## src/rtl/fp_status_access_gate.sv

```systemverilog
module fp_status_access_gate #(
  parameter int unsigned CLASS_W     = 6,
  parameter int unsigned CLASS_FP    = 7,
  parameter int unsigned CLASS_REDIR = 0
) (
  input  logic [1:0]         cur_lvl,
  input  logic               is_write,
  input  logic               lvl2_on,
  input  logic               lvl3_here,
  input  logic               host_at_lvl0,
  input  logic               host_at_lvl2,
  input  logic [1:0]         l1_fp_en,
  input  logic [1:0]         l2_fp_en,
  input  logic               l2_fp_trap,
  input  logic               l3_fp_trap,
  input  logic               redirect,
  input  logic               sdd_undef_prio,
  input  logic               sdd_undef,
  output logic               allow,
  output logic               undef,
  output logic               trap,
  output logic [1:0]         trap_lvl,
  output logic [CLASS_W-1:0] trap_class,
  output logic               rd_go,
  output logic               wr_go
);
  localparam logic [CLASS_W-1:0] C_FP    = CLASS_FP[CLASS_W-1:0];
  localparam logic [CLASS_W-1:0] C_REDIR = CLASS_REDIR[CLASS_W-1:0];

  logic prio_undef, l2_bit_hit, l2_host_off, l3_tail;
  logic hit_undef, hit_trap;
  logic [1:0] tgt;
  logic [CLASS_W-1:0] cls;

  assign prio_undef  = lvl3_here && sdd_undef_prio && l3_fp_trap;
  assign l2_bit_hit  = !host_at_lvl2 && l2_fp_trap;
  assign l2_host_off = host_at_lvl2 && !l2_fp_en[0];
  assign l3_tail     = lvl3_here && l3_fp_trap;

  always_comb begin
    hit_undef = 1'b0;
    hit_trap  = 1'b0;
    tgt       = 2'd0;
    cls       = '0;
    if (cur_lvl == 2'd3) begin
      if (l3_fp_trap) begin
        hit_trap = 1'b1; tgt = 2'd3; cls = C_FP;
      end
    end else if (prio_undef) begin
      hit_undef = 1'b1;
    end else if (cur_lvl == 2'd0 && !host_at_lvl0 && l1_fp_en != 2'b11) begin
      hit_trap = 1'b1;
      if (lvl2_on && redirect) begin
        tgt = 2'd2; cls = C_REDIR;
      end else begin
        tgt = 2'd1; cls = C_FP;
      end
    end else if (cur_lvl == 2'd0 && host_at_lvl0 && l2_fp_en != 2'b11) begin
      hit_trap = 1'b1; tgt = 2'd2; cls = C_FP;
    end else if (cur_lvl == 2'd1 && !l1_fp_en[0]) begin
      hit_trap = 1'b1; tgt = 2'd1; cls = C_FP;
    end else if (l2_host_off || (l2_bit_hit && (lvl2_on || cur_lvl == 2'd2))) begin
      hit_trap = 1'b1; tgt = 2'd2; cls = C_FP;
    end else if (l3_tail) begin
      if (sdd_undef) hit_undef = 1'b1;
      else begin
        hit_trap = 1'b1; tgt = 2'd3; cls = C_FP;
      end
    end
  end

  assign undef      = hit_undef;
  assign trap       = hit_trap;
  assign allow      = !hit_undef && !hit_trap;
  assign trap_lvl   = tgt;
  assign trap_class = cls;
  assign rd_go      = allow && !is_write;
  assign wr_go      = allow && is_write;

  always_comb begin
    assert_one_verdict_R8: assert ($countones({allow, undef, trap}) == 1);
    assert_quiet_fields_R8: assert (trap || (trap_lvl == 2'd0 && trap_class == '0));
    assert_prio_undef_R1: assert (!(cur_lvl != 2'd3 && prio_undef) || undef);
    assert_top_level_R7: assert (cur_lvl != 2'd3 || (!undef && trap == l3_fp_trap));
    assert_go_strobes_R9: assert (!(rd_go && wr_go) && ((rd_go || wr_go) == allow));
    assert_redir_only_lvl0_R2: assert (!(trap && trap_lvl == 2'd2 && trap_class == C_REDIR
                                        && C_REDIR != C_FP) || cur_lvl == 2'd0);
  end
endmodule

```

## config.mk

```make
export PLATFORM = sky130hd
export DESIGN_NAME = fp_status_access_gate
export DESIGN_NICKNAME = d
export VERILOG_FILES = /design/src/rtl/fp_status_access_gate.sv
export SDC_FILE = /design/constraint.sdc
export NUM_CORES = 1
export LEC_CHECK = 0
export ABC_CLOCK_PERIOD_IN_PS = 3700
export BUFFER_PORTS_ARGS = -buffer_cell sky130_fd_sc_hd__buf_2
export CAP_MARGIN = 20
export CORE_AREA = 2 2 39 41
export DETAILED_ROUTE_END_ITERATION = 8
export DIE_AREA = 0 0 41 43
export PLACE_DENSITY = 0.55
export RECOVER_POWER = 25
export SETUP_SLACK_MARGIN = 0.05
export SLEW_MARGIN = 10
export SYNTH_ARGS = -nofsm -noshare
export SYNTH_HDL_FRONTEND = slang
export SYNTH_SLANG_ARGS = --single-unit
```

## constraint.sdc

```tcl
create_clock -name vclk -period 3.7
set_clock_uncertainty 0.15 [all_clocks]
set_input_delay 0.555 -clock vclk [all_inputs]
set_output_delay 0.555 -clock vclk [all_outputs]
set_load 0.02 [all_outputs]
```

==> run summary <==
The flow ran to the end, and the final reports show no timing, DRC or antenna violations. Registers are responsible for 0% of the overall power. The total detailed-routing wirelength came out at a little over 900 µm. The count of final hold-check violations is 0. The number of design-rule violations left by the first detailed-router iteration is 9. Setup repair after global routing left no endpoint under its margin. The synthesized-area fraction occupied by ao, oa, aoi and oai cells is a little under half.

The element type at the critical path start is a primary input. The number of primary I/O pins came out at 29. For the finished layout, the period the worst path requires is 2.572 ns.

Ranked by instance count, the synthesized netlist is headed by nand2_1, nor2_1, buf_4, o21ai_0. The combinational power share is between 90% and 100%. The basic-gate share of the synthesized area counting and, or, nand and nor cells is about two fifths. Prior to clock tree synthesis, the placed netlist has a worst setup slack of ~1.2 ns.

The highest clock rate is approximately 400 MHz. The final net count is 90. Internal power comes to 26.79 µW. The number of global-route vias before repair came out at roughly 320. The warning count from the yosys run is 0.

The fraction of synthesized area in multiplexers came out at 0%. The share of the synthesized netlist area taken by xor and xnor gates came out at 0%. VDD sags by at most ~0.050 mV.

The worst setup path is captured at an output pin. Buffers added to address setup during post-CTS repair amount to 0. Including well taps, the total number of placed cells is just under 90.

Buffers placed on the I/O ports in this run total 26. The count of hold-fix buffers inserted at cts came out at 0. In the post-synthesis netlist, the biggest area contributors are buf_4, nand2_1, a2111oi_4. Entering global routing, the biggest net connects 10 pins. The fraction of power consumed by the clock network came out at 0%. The synthesized instance count came out at 49. The post-cts resize count is 0.

The initial standard-cell utilization of the core is between 20 and 25%. The number of flip-flops and latches is 0. The fraction of the yosys area taken by sequential cells came out at 0%. Setup violations remaining at the end of the flow were counted as 0. The cell accounting for the most synthesized area is buf_4.

For this run, the detailed router's first-pass iteration total came to 4. After the flow finishes, the layout carries non-filler instances totaling 88. The leakage dissipation is 0.2086 nW. The data arrival time at the worst-slack endpoint came out at about 1.9 ns. The count of vias placed by the detailed router is around 410. The final max-slew violation count came out at 0. The highest fanout seen on the critical path is 9.

The switching part of the total power came out at a little over 60%. The total die area is roughly 1800 µm². The placement row count came out at 14. The average footprint of a synthesized cell came out at approximately 6.5 µm². The critical path class is primary input to output pin. Of the cells placed in the final design, the portion with a size suffix greater than 1 is between 40% and 50%.

The area of the multi-input gates came out at about 280 µm². After synthesis, the largest area contributor takes up approximately an eighth of total cell area. The overall die width came out at around 41 µm.

The tightest min-delay check is of the primary input to output pin type. The repair_antennas step left the layout with diodes totalling 0. Synthesis instantiated 24 different standard cells from the library. The required time at the endpoint of the critical path is roughly 3 ns. The adder-cell share of the synthesized area came out at 0%.

The vertical die dimension is 43 µm. After detailed routing, the average wire length per cell comes to around 11 µm. The per-cell via count in the routed design came out at ~4.7. The total congestion overflow is 0.

The core region is around 1400 µm². The number of cells on the worst hold path is 4. In the final timing run, aggregate negative setup slack is 0 ns. The number of max-cap violations is 0. The portion of the clock cycle consumed by the worst path in the final layout came out at a little over two thirds.

The filler cell count came out at 163. Among all cell types in the netlist, the one instantiated most often is nand2_1. The number of antenna violations at the first check in global routing is 0. At the end of routability-driven placement, the weighted congestion stood at 0.7523. The power per cell area is roughly 160 nW/µm². The post-synthesis instance area is ~320 µm². In this run the most critical hold path is launched from is_write. The area taken by flip-flops and latches came out at 0 µm². The final worst-path setup slack came out at between 1 and 1.5 ns. The switching power of the nets came out at 44.11 µW. The worst hold path terminates at wr_go. The first global-routing pass estimated between 1000 and 1500 µm of wire.

From synthesis to final layout, the design area changed by 34.38%. The remaining antenna violation count came out at 0. The clock tree buffer count of the final layout came out at 0. After synthesis, the largest family of logic cells by area is compound AO/OA/AOI/OAI gates.

In the routed design, unresolved DRC markers number 0. The total routing resource utilization after global routing is 9.690%.
==> placed cells by master, fill, tap and decap left out, drive strengths merged, types with 2 or more instances in the layout <==
cell | synthesis | routed
nor2 | 6 | 6
nand2b | 3 | 3
o21ai | 5 | 5
conb | 1 | 3
nand2 | 8 | 8
a21oi | 3 | 3
nand3 | 2 | 2
buf | 5 | 26
nand3b | 2 | 2
==> routing by layer <==
metal / vias up / share of wire, % / GRT usage, % / wire length [µm]
li1: 222 / - / - / -
met1: 169 / 49 / 15.19 / 450
met2: 22 / 41 / 15.00 / 377
met3: 0 / 10 / 0.5236 / 97
met4: 0 / 0 / 0 / 0
met5: - / 0 / 0 / 0
==> power by group through the flow <==
stage                     combinational, mW  clock (mW)  sequential, mW
after floorplan                      0.0501           0               0
after global placement               0.0724           0               0
after detailed placement             0.0724           0               0
after CTS                            0.0727           0               0
after global routing                 0.0783           0               0
final                                0.0709           0               0
==> critical path, stage by stage <==
cell and delay, ns:
buf_2 0.15, nand2b_1 0.15, a221oi_1 0.38, nand3b_1 0.27
a31o_1 0.19, buf_2 0.17
==> how the worst max path moves through the flow <==
stage | from | endpoint | slack, ns | depth (start not counted)
3_3_place_gp | l1_fp_en[1] | trap_class[1] | 1.24 | 6
2_1_floorplan | l1_fp_en[1] | trap_class[1] | 1.34 | 5
3_5_place_dp | l1_fp_en[1] | trap_class[2] | 1.21 | 6
6_report | cur_lvl[0] | trap_class[2] | 1.13 | 6
4_1_cts | l1_fp_en[1] | trap_class[2] | 1.21 | 6
5_1_grt | cur_lvl[0] | trap_class[2] | 0.96 | 6
==> metrics by stage <==
stage | hold slack [ns] | utilization (%) | area, µm² | power, mW
3_5_place_dp | 1.285 | 31.83 | 440.4 | 0.07241
6_report | 1.287 | 31.10 | 430.4 | 0.07090
5_1_grt | 1.311 | 31.10 | 430.4 | 0.07830
4_1_cts | 1.286 | 31.83 | 440.4 | 0.07273
2_1_floorplan | 1.084 | - | 327.8 | 0.05012
3_3_place_gp | 1.289 | 31.83 | 440.4 | 0.07236
==> area by class of cell <==
type	instances	share of cell area (%)
Multi-Input combinational cell	46	65.12
Tap cell	16	4.651
Timing Repair Buffer	26	30.23
==> cells by family (layout without fill, tap and decap cells) <==
family | count (synthesis) | in the layout
buffers and inverters | 5 | 26
other | 1 | 3
and+or+nand+nor | 25 | 25
AOI/OAI and AO/OA | 18 | 18
Note: power is estimated with default switching activity, not from simulation.
